--- src/rtl/eectl_pkg.sv ---
package eectl_pkg;

  // operation codes carried in the command word and in the serial frame
  typedef enum logic [1:0] {
    OP_MISC  = 2'b00,
    OP_WRITE = 2'b01,
    OP_READ  = 2'b10,
    OP_ERASE = 2'b11
  } eeOp_e;

  typedef enum logic [2:0] {
    S_IDLE,
    S_HEAD,
    S_RDATA,
    S_WDATA,
    S_GAP,
    S_POLL,
    S_DONE
  } eeState_e;

  // strobes from control to datapath
  typedef struct packed {
    logic divRun;
    logic load;
    logic shiftTx;
    logic sampleRx;
    logic loadRx;
    logic clrTimer;
    logic incTimer;
  } eeStrobe_t;

endpackage

--- src/rtl/eectl_datapath.sv ---
module eectl_datapath
  import eectl_pkg::*;
#(
  parameter int CLK_DIV       = 8,
  parameter int TIMEOUT_TICKS = 4096,
  parameter int SYNC_STAGES   = 2,
  parameter int ADDR_W        = 6,
  parameter int DATA_W        = 16
) (
  input  logic              clk,
  input  logic              rstN,
  input  eeStrobe_t         strb,
  input  logic [1:0]        cmdOp,
  input  logic [ADDR_W-1:0] cmdAddr,
  input  logic              hostWr,
  input  logic [DATA_W-1:0] hostData,
  input  logic              eeDo,
  output logic              tick,
  output logic              timeoutHit,
  output logic              doSync,
  output logic              eeDi,
  output logic [DATA_W-1:0] dataOut
);

  localparam int FRAME_W = 3 + ADDR_W + DATA_W;
  localparam int TMR_W   = $clog2(TIMEOUT_TICKS + 1);

  logic [FRAME_W-1:0] txShift;
  logic [DATA_W-1:0]  rxShift;
  logic [DATA_W-1:0]  dataReg;
  logic [TMR_W-1:0]   timer;

  // serial clock half-period divider
  generate
    if (CLK_DIV <= 1) begin : g_noDiv
      assign tick = strb.divRun;
    end else begin : g_div
      localparam int DIV_W = $clog2(CLK_DIV);
      logic [DIV_W-1:0] divCnt;
      always_ff @(posedge clk) begin
        if (!rstN || !strb.divRun) begin
          divCnt <= '0;
        end else if (tick) begin
          divCnt <= '0;
        end else begin
          divCnt <= divCnt + 1'b1;
        end
      end
      assign tick = strb.divRun && (divCnt == DIV_W'(CLK_DIV - 1));
    end
  endgenerate

  // synchroniser for the EEPROM output pin
  generate
    if (SYNC_STAGES == 0) begin : g_noSync
      assign doSync = eeDo;
    end else begin : g_sync
      logic [SYNC_STAGES-1:0] syncQ;
      for (genvar g = 0; g < SYNC_STAGES; g++) begin : g_stage
        if (g == 0) begin : g_first
          always_ff @(posedge clk) begin
            if (!rstN) syncQ[0] <= 1'b0;
            else       syncQ[0] <= eeDo;
          end
        end else begin : g_next
          always_ff @(posedge clk) begin
            if (!rstN) syncQ[g] <= 1'b0;
            else       syncQ[g] <= syncQ[g-1];
          end
        end
      end
      assign doSync = syncQ[SYNC_STAGES-1];
    end
  endgenerate

  // outgoing frame: start bit, opcode, address, data word
  always_ff @(posedge clk) begin
    if (!rstN) begin
      txShift <= '0;
    end else if (strb.load) begin
      txShift <= {1'b1, cmdOp, cmdAddr, dataReg};
    end else if (strb.shiftTx) begin
      txShift <= {txShift[FRAME_W-2:0], 1'b0};
    end
  end
  assign eeDi = txShift[FRAME_W-1];

  always_ff @(posedge clk) begin
    if (!rstN) begin
      rxShift <= '0;
    end else if (strb.sampleRx) begin
      rxShift <= {rxShift[DATA_W-2:0], doSync};
    end
  end

  always_ff @(posedge clk) begin
    if (!rstN) begin
      dataReg <= '0;
    end else if (strb.loadRx) begin
      dataReg <= rxShift;
    end else if (hostWr) begin
      dataReg <= hostData;
    end
  end
  assign dataOut = dataReg;

  // ready-poll timeout, counted in half periods
  always_ff @(posedge clk) begin
    if (!rstN || strb.clrTimer) begin
      timer <= '0;
    end else if (strb.incTimer) begin
      timer <= timer + 1'b1;
    end
  end
  assign timeoutHit = (timer == TMR_W'(TIMEOUT_TICKS - 1));

endmodule

--- src/rtl/eectl_control.sv ---
module eectl_control
  import eectl_pkg::*;
#(
  parameter int ADDR_W = 6,
  parameter int DATA_W = 16
) (
  input  logic       clk,
  input  logic       rstN,
  input  logic       cmdAccept,
  input  logic [1:0] cmdOp,
  input  logic       tick,
  input  logic       timeoutHit,
  input  logic       doSync,
  output eeStrobe_t  strb,
  output logic       eeCs,
  output logic       eeSk,
  output logic       busy
);

  localparam int HEAD_BITS = 3 + ADDR_W;
  localparam int MAX_BITS  = (HEAD_BITS > DATA_W) ? HEAD_BITS : DATA_W;
  localparam int CNT_W     = $clog2(MAX_BITS + 1);

  eeState_e   state;
  eeOp_e      opReg;
  logic       ph;
  logic [CNT_W-1:0] bitsLeft;
  logic       lastBit;
  logic       shifting;

  assign lastBit  = (bitsLeft == CNT_W'(1));
  assign shifting = (state == S_HEAD) || (state == S_RDATA) || (state == S_WDATA);
  assign busy     = (state != S_IDLE);

  always_ff @(posedge clk) begin
    if (!rstN) begin
      state    <= S_IDLE;
      opReg    <= OP_MISC;
      ph       <= 1'b0;
      bitsLeft <= '0;
      eeCs     <= 1'b0;
      eeSk     <= 1'b0;
    end else if (cmdAccept) begin
      state    <= S_HEAD;
      opReg    <= eeOp_e'(cmdOp);
      ph       <= 1'b0;
      bitsLeft <= CNT_W'(HEAD_BITS);
      eeCs     <= 1'b1;
      eeSk     <= 1'b0;
    end else if (tick) begin
      unique case (state)
        S_HEAD, S_RDATA, S_WDATA: begin
          if (!ph) begin
            eeSk <= 1'b1;
            ph   <= 1'b1;
          end else begin
            eeSk <= 1'b0;
            ph   <= 1'b0;
            if (!lastBit) begin
              bitsLeft <= bitsLeft - 1'b1;
            end else if (state == S_HEAD) begin
              unique case (opReg)
                OP_READ: begin
                  state    <= S_RDATA;
                  bitsLeft <= CNT_W'(DATA_W);
                end
                OP_WRITE: begin
                  state    <= S_WDATA;
                  bitsLeft <= CNT_W'(DATA_W);
                end
                OP_ERASE: begin
                  state <= S_GAP;
                  eeCs  <= 1'b0;
                end
                default: begin
                  state <= S_DONE;
                  eeCs  <= 1'b0;
                end
              endcase
            end else if (state == S_RDATA) begin
              state <= S_DONE;
              eeCs  <= 1'b0;
            end else begin
              state <= S_GAP;
              eeCs  <= 1'b0;
            end
          end
        end
        S_GAP: begin
          eeCs  <= 1'b1;
          state <= S_POLL;
        end
        S_POLL: begin
          if (doSync || timeoutHit) begin
            state <= S_DONE;
            eeCs  <= 1'b0;
          end
        end
        default: begin
          state <= S_IDLE;
        end
      endcase
    end
  end

  always_comb begin
    strb          = '0;
    strb.divRun   = busy;
    strb.load     = cmdAccept;
    strb.shiftTx  = tick && ph && shifting;
    strb.sampleRx = tick && !ph && (state == S_RDATA);
    strb.loadRx   = tick && ph && (state == S_RDATA) && lastBit;
    strb.clrTimer = (state == S_GAP);
    strb.incTimer = tick && (state == S_POLL) && !doSync;
  end

endmodule

--- src/rtl/eeprom_cmd_ctl.sv ---
module eeprom_cmd_ctl
  import eectl_pkg::*;
#(
  parameter int CLK_DIV       = 8,
  parameter int TIMEOUT_TICKS = 4096,
  parameter int SYNC_STAGES   = 2,
  parameter int ADDR_W        = 6,
  parameter int DATA_W        = 16,
  parameter int REG_W         = 16
) (
  input  logic              clk,
  input  logic              rstN,
  input  logic              cmdWe,
  input  logic [REG_W-1:0]  cmdWrData,
  input  logic              dataWe,
  input  logic [DATA_W-1:0] dataWrData,
  output logic              busy,
  output logic [DATA_W-1:0] dataOut,
  output logic              eeCs,
  output logic              eeSk,
  output logic              eeDi,
  input  logic              eeDo
);

  eeStrobe_t strb;
  logic      cmdAccept;
  logic      hostWr;
  logic      tick;
  logic      timeoutHit;
  logic      doSync;
  logic [1:0]        cmdOp;
  logic [ADDR_W-1:0] cmdAddr;
  logic      unusedHigh;

  assign cmdAccept  = cmdWe && !busy;
  assign hostWr     = dataWe && !busy;
  assign cmdOp      = cmdWrData[ADDR_W+1:ADDR_W];
  assign cmdAddr    = cmdWrData[ADDR_W-1:0];
  assign unusedHigh = ^cmdWrData[REG_W-1:ADDR_W+2];

  eectl_control #(
    .ADDR_W(ADDR_W),
    .DATA_W(DATA_W)
  ) u_ctrl (
    .clk       (clk),
    .rstN      (rstN),
    .cmdAccept (cmdAccept),
    .cmdOp     (cmdOp),
    .tick      (tick),
    .timeoutHit(timeoutHit),
    .doSync    (doSync),
    .strb      (strb),
    .eeCs      (eeCs),
    .eeSk      (eeSk),
    .busy      (busy)
  );

  eectl_datapath #(
    .CLK_DIV      (CLK_DIV),
    .TIMEOUT_TICKS(TIMEOUT_TICKS),
    .SYNC_STAGES  (SYNC_STAGES),
    .ADDR_W       (ADDR_W),
    .DATA_W       (DATA_W)
  ) u_dp (
    .clk       (clk),
    .rstN      (rstN),
    .strb      (strb),
    .cmdOp     (cmdOp),
    .cmdAddr   (cmdAddr),
    .hostWr    (hostWr),
    .hostData  (dataWrData),
    .eeDo      (eeDo),
    .tick      (tick),
    .timeoutHit(timeoutHit),
    .doSync    (doSync),
    .eeDi      (eeDi),
    .dataOut   (dataOut)
  );

endmodule

--- config.mk ---
export PLATFORM = sky130hd
export DESIGN_NAME = eeprom_cmd_ctl
export DESIGN_NICKNAME = d
export VERILOG_FILES = /design/src/rtl/eectl_pkg.sv /design/src/rtl/eectl_datapath.sv /design/src/rtl/eectl_control.sv /design/src/rtl/eeprom_cmd_ctl.sv
export SDC_FILE = /design/constraint.sdc
export NUM_CORES = 1
export LEC_CHECK = 0
export ABC_AREA = 1
export BUFFER_PORTS_ARGS = -buffer_cell sky130_fd_sc_hd__buf_4
export CORE_ASPECT_RATIO = 0.9
export CORE_UTILIZATION = 35
export CTS_CLUSTER_SIZE = 8
export DETAILED_ROUTE_END_ITERATION = 6
export SYNTH_ARGS = -nofsm -noshare
export SYNTH_HDL_FRONTEND = slang
export SYNTH_HIERARCHICAL = 1
export SYNTH_SLANG_ARGS = --single-unit
--- constraint.sdc ---
create_clock -name clk -period 2.2 [get_ports clk]
set_clock_uncertainty 0.1 [all_clocks]
set_input_delay 0.44 -clock clk [delete_from_list [all_inputs] [get_ports clk]]
set_output_delay 0.44 -clock clk [all_outputs]
set_load 0.02 [all_outputs]
==> impl_metrics.csv <==
group,metric,value,unit
power,power.internal,0.002607,W
clocking,cts_tree,"built",
grt,grt_max_degree,47,
grt,grt_pass1_wl,16040,um
power,cellLeakagePower,2.336,nW
yosys,ys_seq_area_share,42.49,%
die,core_area,0.01143,mm^2
route,route.met2.wl,4402,um
clocking,clk_latency,0.34,ns
power,power.clock.fraction,41.8,%
yosys,yosys.area_share.xor_xnor,0.6410,%
power,pwr-share-seq,46.9,%
yosys,syn_inst,546,
sta,tightestPinTransition,0.5068,ns
route,dr.pass1.iters,6,
cells_and_area,area_delta_synth_final,19.66,%
power,ir_drop,325.7,uV
status,outcome,"completed",
cells_and_area,final_area,0.004905,mm^2
route,vias,3614,
cells_and_area,fin_cells,749,
sta,finalSetupTns,0,ns
clocking,cts_resized,0,
cells_and_area,drive_gt1_share,19.56,%
sta,period_needed,2.026,ns
sta,period_share,92.09,%
route,drt_iter0_drc,275,
setup_path,cp.arrival,2.22,ns
clocking,cts_hold_buf,0,
placement,portBuffers,48,
setup_path,r2r-start,"u_ctrl/state[0]",
setup_path,crit_chain,"nor2_2, nand2_2, nand2_1, inv_1, nand2_2, nor2_8, nand2_2, inv_2, nand2_1, o211ai_2, nand2_1, inv_1",
clocking,cts_root_buf,"clkbuf_16",
worst_hold_path,worstHoldPathType,"input pin to flop",
cells_and_area,final_common_cell,"nand2_1",
route,viasPerCell,4.825,
sta,rsz0062_at_grt,"false",
clocking,cts_buffers,9,
route,wl_met1,4592,um
die,die_w,116.1,um
cells_and_area,insertedDiodeCount,0,
power,pwr-share-comb,11.3,%
job,maxCapViolations,0,
route,topRoutingLayerUsed,"met4",
sta,fmax,493.6,MHz
placement,hpwl,6746,um
worst_hold_path,hold_path_depth,3,
route,ant_nets,0,
yosys,synth_simple_gate_area_share,25.95,%
route,wirelength,9568,um
yosys,ys_seq_elements,87,
yosys,yosysWarnings,6,
sta,setup_viol,0,
clocking,clkTransAtPathRegs,0.07,ns
clocking,clockBufferDepth,2,
die,ios,57,
sta,finalHoldViolCount,0,
placement,placed_cell_area,0.004564,mm^2
setup_path,crit_type,"flop to flop",
setup_path,cp.required,2.39,ns
yosys,syn-cell-area,0.004099,mm^2
setup_path,cp_slowest_cell,"dfxtp_1",
clocking,post_cts_buffers,0,
sta,slew_viol_final,0,
route,wl_per_cell,12.77,um
yosys,synthAdderAreaFrac,2.137,%
die,start_util,35.85,%
die,die_area,0.01215,mm^2
grt,grt_overflow_total,0,
yosys,yosysUniqueCellTypes,33,
cells_and_area,fin_nets,632,
cells_and_area,layout_common_cells,"nand2_1, dfxtp_1, inv_1, nor2_1, buf_4",
route,drc_errors,0,
power,powerDensity,733.6,mW/mm^2
setup_path,reg2reg_slack,0.17,ns
yosys,avgSynthCellArea,7.507,um^2
clocking,h-tree-depth,3,
setup_path,cp-end-kind,"flop",
clocking,clock_sinks,87,
grt,antenna_found_initial,0,
setup_path,r2r_cells,12,
placement,gp_congestion,0.8801,
setup_path,cp_max_fo,13,
setup_path,critPathMaxStageDelay,0.42,ns
placement,dp.cells,733,
yosys,synth_top_family_by_area,"simple AND/OR/NAND/NOR gates",
cells_and_area,fin_util,42.89,%
grt,grt_usage,16.81,%
yosys,syn_nets,590,
die,row_count,37,
setup_path,timing.rr.end,"u_dp/txShift[14]",
yosys,synth-compound-area-share,16.67,%
sta,slew_headroom,66.18,%
setup_path,cp-start-kind,"flop",
power,p_sw,0.0009911,W
worst_hold_path,min_from,"dataWrData[3]",
cells_and_area,nFillCells,1184,
route,wl_met3,435,um
die,chipHeight,104.7,um
worst_hold_path,holdPathEnd,"u_dp/dataOut[3]",
yosys,synthMuxAreaShare,0,%
grt,first_global_vias,3417,
power,p_sw_share,27.55,%
synth_stat cells:
| master | count | area, um^2 |
|---|---|---|
| nor3_1 | 22 | 110.1 |
| clkbuf_8 | 1 | 13.76 |
| clkbuf_1 | 5 | 18.77 |
| a31oi_1 | 2 | 12.51 |
| buf_6 | 6 | 67.56 |
| nand2_4 | 1 | 11.26 |
| a21oi_2 | 1 | 8.760 |
| nor2_8 | 2 | 40.04 |
| nor2_2 | 7 | 43.79 |
| o211ai_2 | 3 | 37.54 |
| ha_1 | 7 | 87.58 |
| inv_1 | 75 | 281.5 |
| nand3_1 | 15 | 75.07 |
| a21oi_1 | 19 | 95.09 |
| nand2_2 | 3 | 18.77 |
| or2_1 | 1 | 6.260 |
| dfxtp_1 | 87 | 1742 |
| buf_2 | 8 | 40.04 |
| o21ai_1 | 1 | 5.000 |
| o221ai_2 | 7 | 105.1 |
| nand2_1 | 106 | 397.9 |
| xor2_1 | 3 | 26.28 |
| a22oi_1 | 11 | 82.58 |
| o21ai_4 | 1 | 16.27 |
| nor3b_1 | 1 | 7.510 |
| nor2_1 | 77 | 289.0 |
| inv_2 | 8 | 30.03 |
| nand4_1 | 5 | 31.28 |
| o21ai_0 | 36 | 180.2 |
| nor2_4 | 2 | 22.52 |
| nand3_2 | 1 | 10.01 |
| o221ai_1 | 16 | 140.1 |
| buf_4 | 6 | 45.04 |
how the worst max path moves through the flow:
stage,startpoint,endpoint,slack (ns),depth (start not counted)
after floorplan,u_ctrl/state[2],u_dp/dataOut[14],0.06,12
after global placement,u_ctrl/state[0],u_dp/dataOut[1],0.09,10
after detailed placement,u_ctrl/state[0],u_dp/dataOut[15],0.02,10
after CTS,u_ctrl/state[0],u_dp/dataOut[4],0.005,10
after global routing,u_ctrl/state[0],u_dp/txShift[10],0.001,12
final,u_ctrl/state[0],u_dp/txShift[14],0.17,12
routing by layer:
metal	GRT usage, %	vias up
li1	-	1855
met2	27.17	65
met3	2.668	7
met5	0	-
met4	6.593	0
met1	22.22	1687
layout make-up:
type	count	area (um^2)	area share (%)
flip-flops and latches	87	1742	35.51
clock inverters	7	73.82	1.505
clock buffers	9	225.2	4.592
well taps	156	195.2	3.980
inverters	83	316.6	6.454
repair buffers	57	440.4	8.980
multi-input cells	350	1912	38.98
flip-flops by register name, indices dropped and copies added (netlist names):
| register | cells |
|---|---|
| u_dp/timer | 13 |
| u_ctrl/bitsLeft | 5 |
| u_dp/g_div.divCnt | 3 |
| u_ctrl/eeCs | 1 |
| u_ctrl/opReg | 2 |
| u_dp/txShift | 25 |
| u_dp/doSync | 1 |
| u_dp/rxShift | 16 |
| u_ctrl/ph | 1 |
| u_dp/dataOut | 16 |
| u_dp/g_sync.syncQ | 1 |
| u_ctrl/state | 3 |
power by group through the flow:
stage	Sequential (W)	Clock [W]	Combinational, W
final	0.00169	0.00150	0.000407
after global routing	0.00169	0.00160	0.000454
after CTS	0.00169	0.00155	0.000405
after global placement	0.00172	0	0.000394
after floorplan	0.00174	0	0.000245
after detailed placement	0.00172	0	0.000404
worst max-delay path: cells and delay by family (launching register included):
kind	cells	cell delay [ns]
compound gates	1	0.07
simple gates	8	0.98
buf+inv	3	0.41
flops	1	0.42
cells by family after synthesis:
group / after synthesis
flip-flops: 87
adder cells (fa/ha/maj): 7
XOR/XNOR: 3
buffers and inverters: 109
AO/OA/AOI/OAI: 97
AND/OR/NAND/NOR: 243
through the flow:
| stage | total power [W] | setup WS (ns) | hold WS (ns) |
|---|---|---|---|
| floorplan | 0.001983 | 0.05811 | 0.2905 |
| global placement | 0.002116 | 0.08552 | 0.3064 |
| detailed placement | 0.002128 | 0.02496 | 0.3204 |
| CTS | 0.003645 | 0.004522 | 0.2007 |
| global route | 0.003753 | 0.001074 | 0.2229 |
| finish | 0.003598 | 0.1739 | 0.2184 |
No activity file was read; power rests on OpenSTA's default activity.
